### src/rtl/booth_pkg.sv
package booth_pkg;

    // Action chosen for one recoding step
    typedef enum logic [1:0] {
        BOOTH_HOLD = 2'd0,
        BOOTH_ADD  = 2'd1,
        BOOTH_SUB  = 2'd2
    } booth_act_e;

    // Sequencer states
    typedef enum logic {
        SEQ_IDLE = 1'b0,
        SEQ_RUN  = 1'b1
    } seq_state_e;

    // Radix-2 recoding of the (current bit, history bit) pair
    function automatic booth_act_e booth_decode(input logic cur_bit, input logic prev_bit);
        booth_act_e act;
        unique case ({cur_bit, prev_bit})
            2'b10:   act = BOOTH_SUB;
            2'b01:   act = BOOTH_ADD;
            default: act = BOOTH_HOLD;
        endcase
        return act;
    endfunction

endpackage

### src/rtl/booth_operand_sel.sv
module booth_operand_sel #(
    parameter int WIDTH = 4
) (
    input  logic [WIDTH-1:0] opa,
    input  logic [WIDTH-1:0] opb,
    output logic [WIDTH-1:0] scan_op,
    output logic [WIDTH-1:0] addend_op
);
    localparam int CW = $clog2(WIDTH + 1);

    logic [WIDTH-1:0] edge_a;
    logic [WIDTH-1:0] edge_b;
    logic [CW-1:0]    cnt_a;
    logic [CW-1:0]    cnt_b;
    logic             take_b;

    // Bit changes of the operand with a zero appended below it
    assign edge_a = opa ^ {opa[WIDTH-2:0], 1'b0};
    assign edge_b = opb ^ {opb[WIDTH-2:0], 1'b0};

    always_comb begin
        cnt_a = '0;
        cnt_b = '0;
        for (int i = 0; i < WIDTH; i++) begin
            cnt_a = cnt_a + CW'(edge_a[i]);
            cnt_b = cnt_b + CW'(edge_b[i]);
        end
    end

    // Fewer changes means fewer add/sub steps; ties keep A as multiplier
    assign take_b    = (cnt_b < cnt_a);
    assign scan_op   = take_b ? opb : opa;
    assign addend_op = take_b ? opa : opb;

endmodule

### src/rtl/booth_step_unit.sv
module booth_step_unit #(
    parameter int WIDTH = 4
) (
    input  logic [WIDTH-1:0] acc_u,
    input  logic [WIDTH-1:0] low_v,
    input  logic [WIDTH-1:0] mcand,
    input  logic             x_lsb,
    input  logic             x_hist,
    output logic [WIDTH-1:0] acc_u_nxt,
    output logic [WIDTH-1:0] low_v_nxt
);
    import booth_pkg::*;

    booth_act_e       act;
    logic [WIDTH:0]   u_ext;
    logic [WIDTH:0]   y_ext;
    logic [WIDTH:0]   sum;

    assign act   = booth_decode(x_lsb, x_hist);
    assign u_ext = {acc_u[WIDTH-1], acc_u};
    assign y_ext = {mcand[WIDTH-1], mcand};

    // Guard bit keeps the exact sign of the sum for the shift
    always_comb begin
        unique case (act)
            BOOTH_ADD: sum = u_ext + y_ext;
            BOOTH_SUB: sum = u_ext + (~y_ext) + (WIDTH+1)'(1);
            default:   sum = u_ext;
        endcase
    end

    // Arithmetic right shift of {sum, V} by one
    assign acc_u_nxt = sum[WIDTH:1];
    assign low_v_nxt = {sum[0], low_v[WIDTH-1:1]};

endmodule

### src/rtl/booth_seq_ctrl.sv
module booth_seq_ctrl #(
    parameter int WIDTH = 4
) (
    input  logic clk,
    input  logic rst,
    input  logic start,
    output logic load,
    output logic step,
    output logic busy,
    output logic done
);
    import booth_pkg::*;

    localparam int CNTW = (WIDTH > 1) ? $clog2(WIDTH) : 1;
    localparam logic [CNTW-1:0] LAST_STEP = CNTW'(WIDTH - 1);

    seq_state_e      state;
    logic [CNTW-1:0] step_cnt;
    logic            last;
    logic            done_q;

    assign load = (state == SEQ_IDLE) && start;
    assign step = (state == SEQ_RUN);
    assign last = step && (step_cnt == LAST_STEP);
    assign busy = step;
    assign done = done_q;

    always_ff @(posedge clk) begin
        if (rst) begin
            state    <= SEQ_IDLE;
            step_cnt <= '0;
            done_q   <= 1'b0;
        end else begin
            done_q <= last;
            if (load) begin
                state    <= SEQ_RUN;
                step_cnt <= '0;
            end else if (last) begin
                state    <= SEQ_IDLE;
                step_cnt <= '0;
            end else if (step) begin
                step_cnt <= step_cnt + CNTW'(1);
            end
        end
    end

endmodule

### src/rtl/booth_seq_mul.sv
module booth_seq_mul #(
    parameter int WIDTH = 4
) (
    input  logic               clk,
    input  logic               rst,
    input  logic               start_i,
    input  logic [WIDTH-1:0]   op_a_i,
    input  logic [WIDTH-1:0]   op_b_i,
    output logic               busy_o,
    output logic               done_o,
    output logic [2*WIDTH-1:0] product_o
);
    typedef struct packed {
        logic [WIDTH-1:0] u;
        logic [WIDTH-1:0] v;
        logic [WIDTH-1:0] x;
        logic             xm1;
        logic [WIDTH-1:0] y;
    } work_t;

    work_t            work;
    logic             load;
    logic             step;
    logic [WIDTH-1:0] sel_x;
    logic [WIDTH-1:0] sel_y;
    logic [WIDTH-1:0] u_nxt;
    logic [WIDTH-1:0] v_nxt;

    booth_seq_ctrl #(.WIDTH(WIDTH)) u_ctrl (
        .clk   (clk),
        .rst   (rst),
        .start (start_i),
        .load  (load),
        .step  (step),
        .busy  (busy_o),
        .done  (done_o)
    );

    booth_operand_sel #(.WIDTH(WIDTH)) u_sel (
        .opa       (op_a_i),
        .opb       (op_b_i),
        .scan_op   (sel_x),
        .addend_op (sel_y)
    );

    booth_step_unit #(.WIDTH(WIDTH)) u_step (
        .acc_u     (work.u),
        .low_v     (work.v),
        .mcand     (work.y),
        .x_lsb     (work.x[0]),
        .x_hist    (work.xm1),
        .acc_u_nxt (u_nxt),
        .low_v_nxt (v_nxt)
    );

    always_ff @(posedge clk) begin
        if (rst) begin
            work <= '0;
        end else if (load) begin
            work.u   <= '0;
            work.v   <= '0;
            work.x   <= sel_x;
            work.xm1 <= 1'b0;
            work.y   <= sel_y;
        end else if (step) begin
            work.u   <= u_nxt;
            work.v   <= v_nxt;
            work.x   <= {work.x[WIDTH-1], work.x[WIDTH-1:1]};
            work.xm1 <= work.x[0];
        end
    end

    assign product_o = {work.u, work.v};

endmodule

### config.mk
export PLATFORM = sky130hd
export DESIGN_NAME = booth_seq_mul
export DESIGN_NICKNAME = d
export VERILOG_FILES = /design/src/rtl/booth_pkg.sv /design/src/rtl/booth_operand_sel.sv /design/src/rtl/booth_step_unit.sv /design/src/rtl/booth_seq_ctrl.sv /design/src/rtl/booth_seq_mul.sv
export SDC_FILE = /design/constraint.sdc
export NUM_CORES = 1
export LEC_CHECK = 0
export ABC_AREA = 1
export CAP_MARGIN = 20
export CORE_ASPECT_RATIO = 0.6
export CORE_MARGIN = 8
export CORE_UTILIZATION = 49
export DETAILED_ROUTE_END_ITERATION = 10
export PLACE_DENSITY = 0.78
export SLEW_MARGIN = 20
export SYNTH_ARGS = -nofsm -noshare
export SYNTH_HDL_FRONTEND = slang
export SYNTH_SLANG_ARGS = --single-unit
### constraint.sdc
create_clock -name clk -period 2.81 [get_ports clk]
set_input_delay 0.562 -clock clk [delete_from_list [all_inputs] [get_ports clk]]
set_output_delay 0.562 -clock clk [all_outputs]
set_load 0.005 [all_outputs]
Word-level counts from Yosys, hierarchy flattened --
Index checks and enable logic that the tools add are counted.
Storage, ports and cells: register bits after elaboration 21, bits of input ports 11, word-level logic and storage cells 46
Cells by class: add/subtract/negate cells 10, order comparisons 1, eq/ne operators 5, multiplexer cells 8, bitwise logic cells 4, reductions and logical operators 8
Operator list (number):
- $add 3x1->3 | 4
- $mux 4 | 3
- $pmux 5 s2 | 1
- $xor 4x4->4 | 2
- $eq 2x2->1 const B | 3
- $reduce_bool 2->1 | 3
- $add 4x4->5 | 1
- $add 5x1->5 const B | 1
- $add 5x5->5 | 1
- $mux 5 | 1
- $not 5->5 | 1
- $add 1x1->2 | 2
- $eq 2x1->1 const B | 2
- $pmux 2 s2 | 1
- $lt 3x3->1 | 1
- $reduce_or 3->1 | 1
- $add 2x1->2 const B | 1
- $logic_and 1x1->1 | 2
- $mux 1 | 2
- $reduce_and 2->1 | 1
- $reduce_or 2->1 | 1
- $not 1->1 | 1

Logic depth before layout (Yosys ltp) --
depth in word-level cells 7, gate-level depth with buffers 14

Modules after synthesis --
Synthesis repeated with hierarchy kept, for this count alone.
Unflattened totals: cells, all modules 252, area, all modules 1672.9 µm²
Modules (own cells, without submodules):
- booth_seq_mul | instances 1, cells each 94, area each 708.2 µm²
- booth_step_unit | instances 1, cells each 73, area each 442.9 µm²
- booth_operand_sel | instances 1, cells each 59, area each 336.6 µm²
- booth_seq_ctrl | instances 1, cells each 26, area each 185.2 µm²

Worst setup path after synthesis --
No wires, ideal clock.
path kind input-to-reg, from in op_b_i[1], to reg work[1] (netlist name), library setup time 125 ps, data arrival time 2527 ps, data required time 2685 ps, setup slack 158 ps, stages 12, path buffers 1, cell sequence inv_1 > ha_1 > xor2_1 > fa_1 > inv_1 > ha_1 > ha_1 > nand3_1 > nand2_2 > buf_6 > o211ai_1 > o22ai_2
On the way: word-level cells in the longest chain between the ends 6
Ends and longest elaborated chain:
- from (decl) | line booth_seq_mul.sv:8 | input logic [WIDTH-1:0] op_b_i,
- $xor 4x4->4 | line booth_operand_sel.sv:19 | assign edge_b = opb ^ {opb[WIDTH-2:0], 1'b0};
- $add 1x1->2 | line booth_operand_sel.sv:26 | cnt_b = cnt_b + CW'(edge_b[i]);
- $add 3x1->3 (2 in series) | line booth_operand_sel.sv:26
- $lt 3x3->1 | line booth_operand_sel.sv:31 | assign take_b = (cnt_b < cnt_a);
- $mux 4 * | line booth_operand_sel.sv:33 | assign addend_op = take_b ? opa : opb;
- to (decl) | line booth_seq_mul.sv:21 | work_t work;
Every way passes the cells marked *; elsewhere a longest branch is shown, timed or not. A chain may end at the register's enable or synchronous reset.

Worst setup path in the final report --
from in op_a_i[1], to reg work[3] (netlist name)
On the way: word-level cells in the longest chain between the ends 6
Ends and longest elaborated chain:
- from (decl) | line booth_seq_mul.sv:7 | input logic [WIDTH-1:0] op_a_i,
- $xor 4x4->4 * | line booth_operand_sel.sv:18 | assign edge_a = opa ^ {opa[WIDTH-2:0], 1'b0};
- $add 1x1->2 | line booth_operand_sel.sv:25 | cnt_a = cnt_a + CW'(edge_a[i]);
- $add 3x1->3 * (2 in series) | line booth_operand_sel.sv:25
- $lt 3x3->1 * | line booth_operand_sel.sv:31
- $mux 4 * | line booth_operand_sel.sv:33
Marked as above.

==> summary.md <==
| Metric | Value |
|---|---|
| Final HPWL from detailed placement | `2670 µm` |
| Status | `complete, no violations` |
| Final cell count without fillers | `267` |
| First-pass GRT wire length | `6290 µm` |
| Peak VDD IR | `0.244 mV` |
| Most frequent cells in the layout | `nand2_1, inv_1, dfxtp_1` |
| Core Util, Final | `61.4%` |
| Fillcell total | `273` |
| CTS sink cnt | `21` |
| Number of setup violations in the final report | `0` |
| Pwr dens | `477 nW/µm²` |
| Final number of hold-violating endpoints | `0` |
| WP data required | `2960 ps` |
| FMAX | `370 MHz` |
| Yosys synthesis warning count | `0` |
| Seq/Total Area, Yosys | `26.4%` |
| Worst hold path type | `register to register` |
| Simple-gate share of the synthesized area | `18.6%` |
| DRT Pass-1 Iters | `4` |
| Die X | `89.6 µm` |
| Critical path peak fanout | `8` |
| Cell taking the most area after synthesis | `dfxtp_1` |
| Register area | `420 µm²` |
| Largest net degree at the start of global routing | `16` |
| Layout cells sized above 1 | `19.4%` |
| Post-synthesis mux area share | `0.629%` |
| Vias after detailed routing | `1343` |
| DRC Markers | `0` |
| Die area | `5390 µm²` |
| # hold bufs at CTS | `0` |
| Syn_area_per_cell | `7.96 µm²` |
| Clock transition at the registers of the reported paths | `80 ps` |
| Fin. max-slew vios | `0` |
| Placed cell count | `262` |
| Clock skew | `1.12 ps` |
| Die Span Y | `60.1 µm` |
| Unique masters post-synth | `31` |
| I/O pin cnt | `21` |
| CTS tree | `yes` |
| Fin Hold WS | `474 ps` |
| Clk root buf | `clkbuf_8` |
| RSZ-0062 raised after global routing | `no` |
| Critical path's slowest cell | `fa_1` |
| CTS max path bufs | `2` |
| Critical path class | `input port to register` |
| Largest family of logic cells by synthesized area | `simple AND/OR/NAND/NOR gates` |
| Multi-input gate area | `1040 µm²` |
| WP data arrival | `2850 ps` |
| P_leak | `0.840 nW` |
| Critical-path cell list | `dlygate4sd2_1, inv_2, ha_4, xor2_1, fa_1, inv_1, ha_1, inv_1, ha_4, a21oi_4, nand2_4, nand2_1, o21ai_0, nand2_1, o22ai_2` |
| Htree depth | `1` |
| Commonest non-fill, non-tap cell in the layout | `nand2_1` |
| DRT Wirelength | `3660 µm` |
| Least-Margin Pin Slew | `345 ps` |
| N_diodes | `0` |
| Yosys top cell area share | `26.4%` |
| Post-CTS Setup Inserts | `0` |
| Synth area leaders | `dfxtp_1, ha_1, nand2_1` |
| GRT Total Usage | `15.0%` |
| Final Power | `0.932 mW` |
| Post-Synth Adder-Cell Area | `18.4%` |
| Port Buf Inserts | `20` |
| Complex-gate fraction of the synthesized area | `17.8%` |
| WL/cell | `13.7 µm` |
| Nets | `255` |
| Post-synthesis cell count | `200` |
| Max incr delay on CP | `380 ps` |
| FP Rows | `16` |
| #FFs+latches synth | `21` |
| Mapped Nets | `232` |
| Final worst path period share | `96.1%` |
| Max-cap violation count | `0` |
| Grt ovf | `0` |
| CTS Buf Count | `3` |
| Crit start category | `input port` |
| Initial Utilization | `50.0%` |
| Initial antenna violation count | `0` |
| Post-route ant nets | `0` |
| Final min period | `2700 ps` |
| Max_slew headroom | `77.0%` |
| Vias per std cell | `5.03` |
| Gp weighted congestion | `0.884` |
| Area grow syn2layout | `22.7%` |
| Clk_lat worst skew | `260 ps` |
| Post-Synth XOR/XNOR Area | `3.85%` |
| Starting DRT DRC Count | `151` |
| Core footprint | `3180 µm²` |
| Crit. End Element | `register` |
| Vias in the first global route | `1322` |
| Syn Std Cell Area | `1590 µm²` |
[per-stage QoR]
| step | setup TNS, ps | setup WS [ps] | area, µm² |
|---|---|---|---|
| floorplan | 0 | 158 | 1590 |
| global placement | -3140 | -431 | 1820 |
| detailed placement | -3460 | -449 | 1820 |
| CTS | 0 | 190 | 1950 |
| global route | 0 | 0.798 | 1950 |
| finish | 0 | 110 | 1950 |
[Yosys cell counts, drive strengths merged]
cell and number:
mux2i 1, a22oi 3, a21boi 1, nor3 4, fa 4, dfxtp 21, ha 17, nand3b 1
xnor2 5, nand2 41, inv 29, xor2 2, buf 14, o21ai 11, a21oi 17, nand3 7
nor2 12, o22ai 3, a211oi 1, o31ai 1, o211ai 5
[final cells by class]
type	count	share of cell area, %
clock buffers	3	2.11
multi-input cells	137	53.2
repair buffers	31	14.2
flip-flops and latches	21	21.5
inverters	29	5.83
well taps	45	2.88
clock inverters	1	0.256
[report_power, final]
| group | switching [mW] | total [mW] | internal [mW] |
|---|---|---|---|
| combinational | 0.225 | 0.389 | 0.164 |
| clock | 0.103 | 0.202 | 0.0989 |
| sequential | 0.0201 | 0.341 | 0.321 |
[logic make-up (layout without fill, tap and decap cells)]
logic type                 Yosys count  count (layout)
xor gates and xnor gates             7               7
muxes                                1               1
adders and majority gates           21              21
AOI/OAI and AO/OA                   42              42
and+or+nand+nor                     65              66
buffers and inverters               43              64
DFF                                 21              21
[routing by layer]
layer,vias to the layer above,GRT usage (%),routed length (µm)
met5,-,0,0
met4,0,2.11,27
met3,2,4.53,252
met2,47,23.5,1620
met1,602,20.0,1770
li1,692,-,-
[critical path: cells and delay by family]
kind / cells / cell delay, ps
xor+xnor: 1 / 170
buf+inv: 4 / 480
compound gates: 3 / 340
simple gates: 3 / 270
fa+ha+maj: 4 / 1000
[flip-flops by register name, summed over array words and instances (netlist names)]
signal	cells
work	9
u_ctrl.busy	1
product_o	8
u_ctrl.done	1
u_ctrl.step_cnt	2
[what timing repair did]
action / CTS / global route
endpoints found under the setup margin: 8 / 2
gates resized for setup: 18 / 1
gates cloned: 1 / 0
pin swaps: 5 / 3
[worst paths after layout]
path,slack (ps),depth (start not counted),startpoint,endpoint
max,110,15,op_a_i[1],work[3]$_SDFFE_PP0P_
max reg2reg,1040,9,product_o[4]$_SDFFE_PP0P_,product_o[5]$_SDFFE_PP0P_
min,470,2,product_o[0]$_SDFFE_PP0P_,product_o[0]$_SDFFE_PP0P_
min reg2reg,470,2,product_o[0]$_SDFFE_PP0P_,product_o[0]$_SDFFE_PP0P_
(Power assumes the default switching activity.)
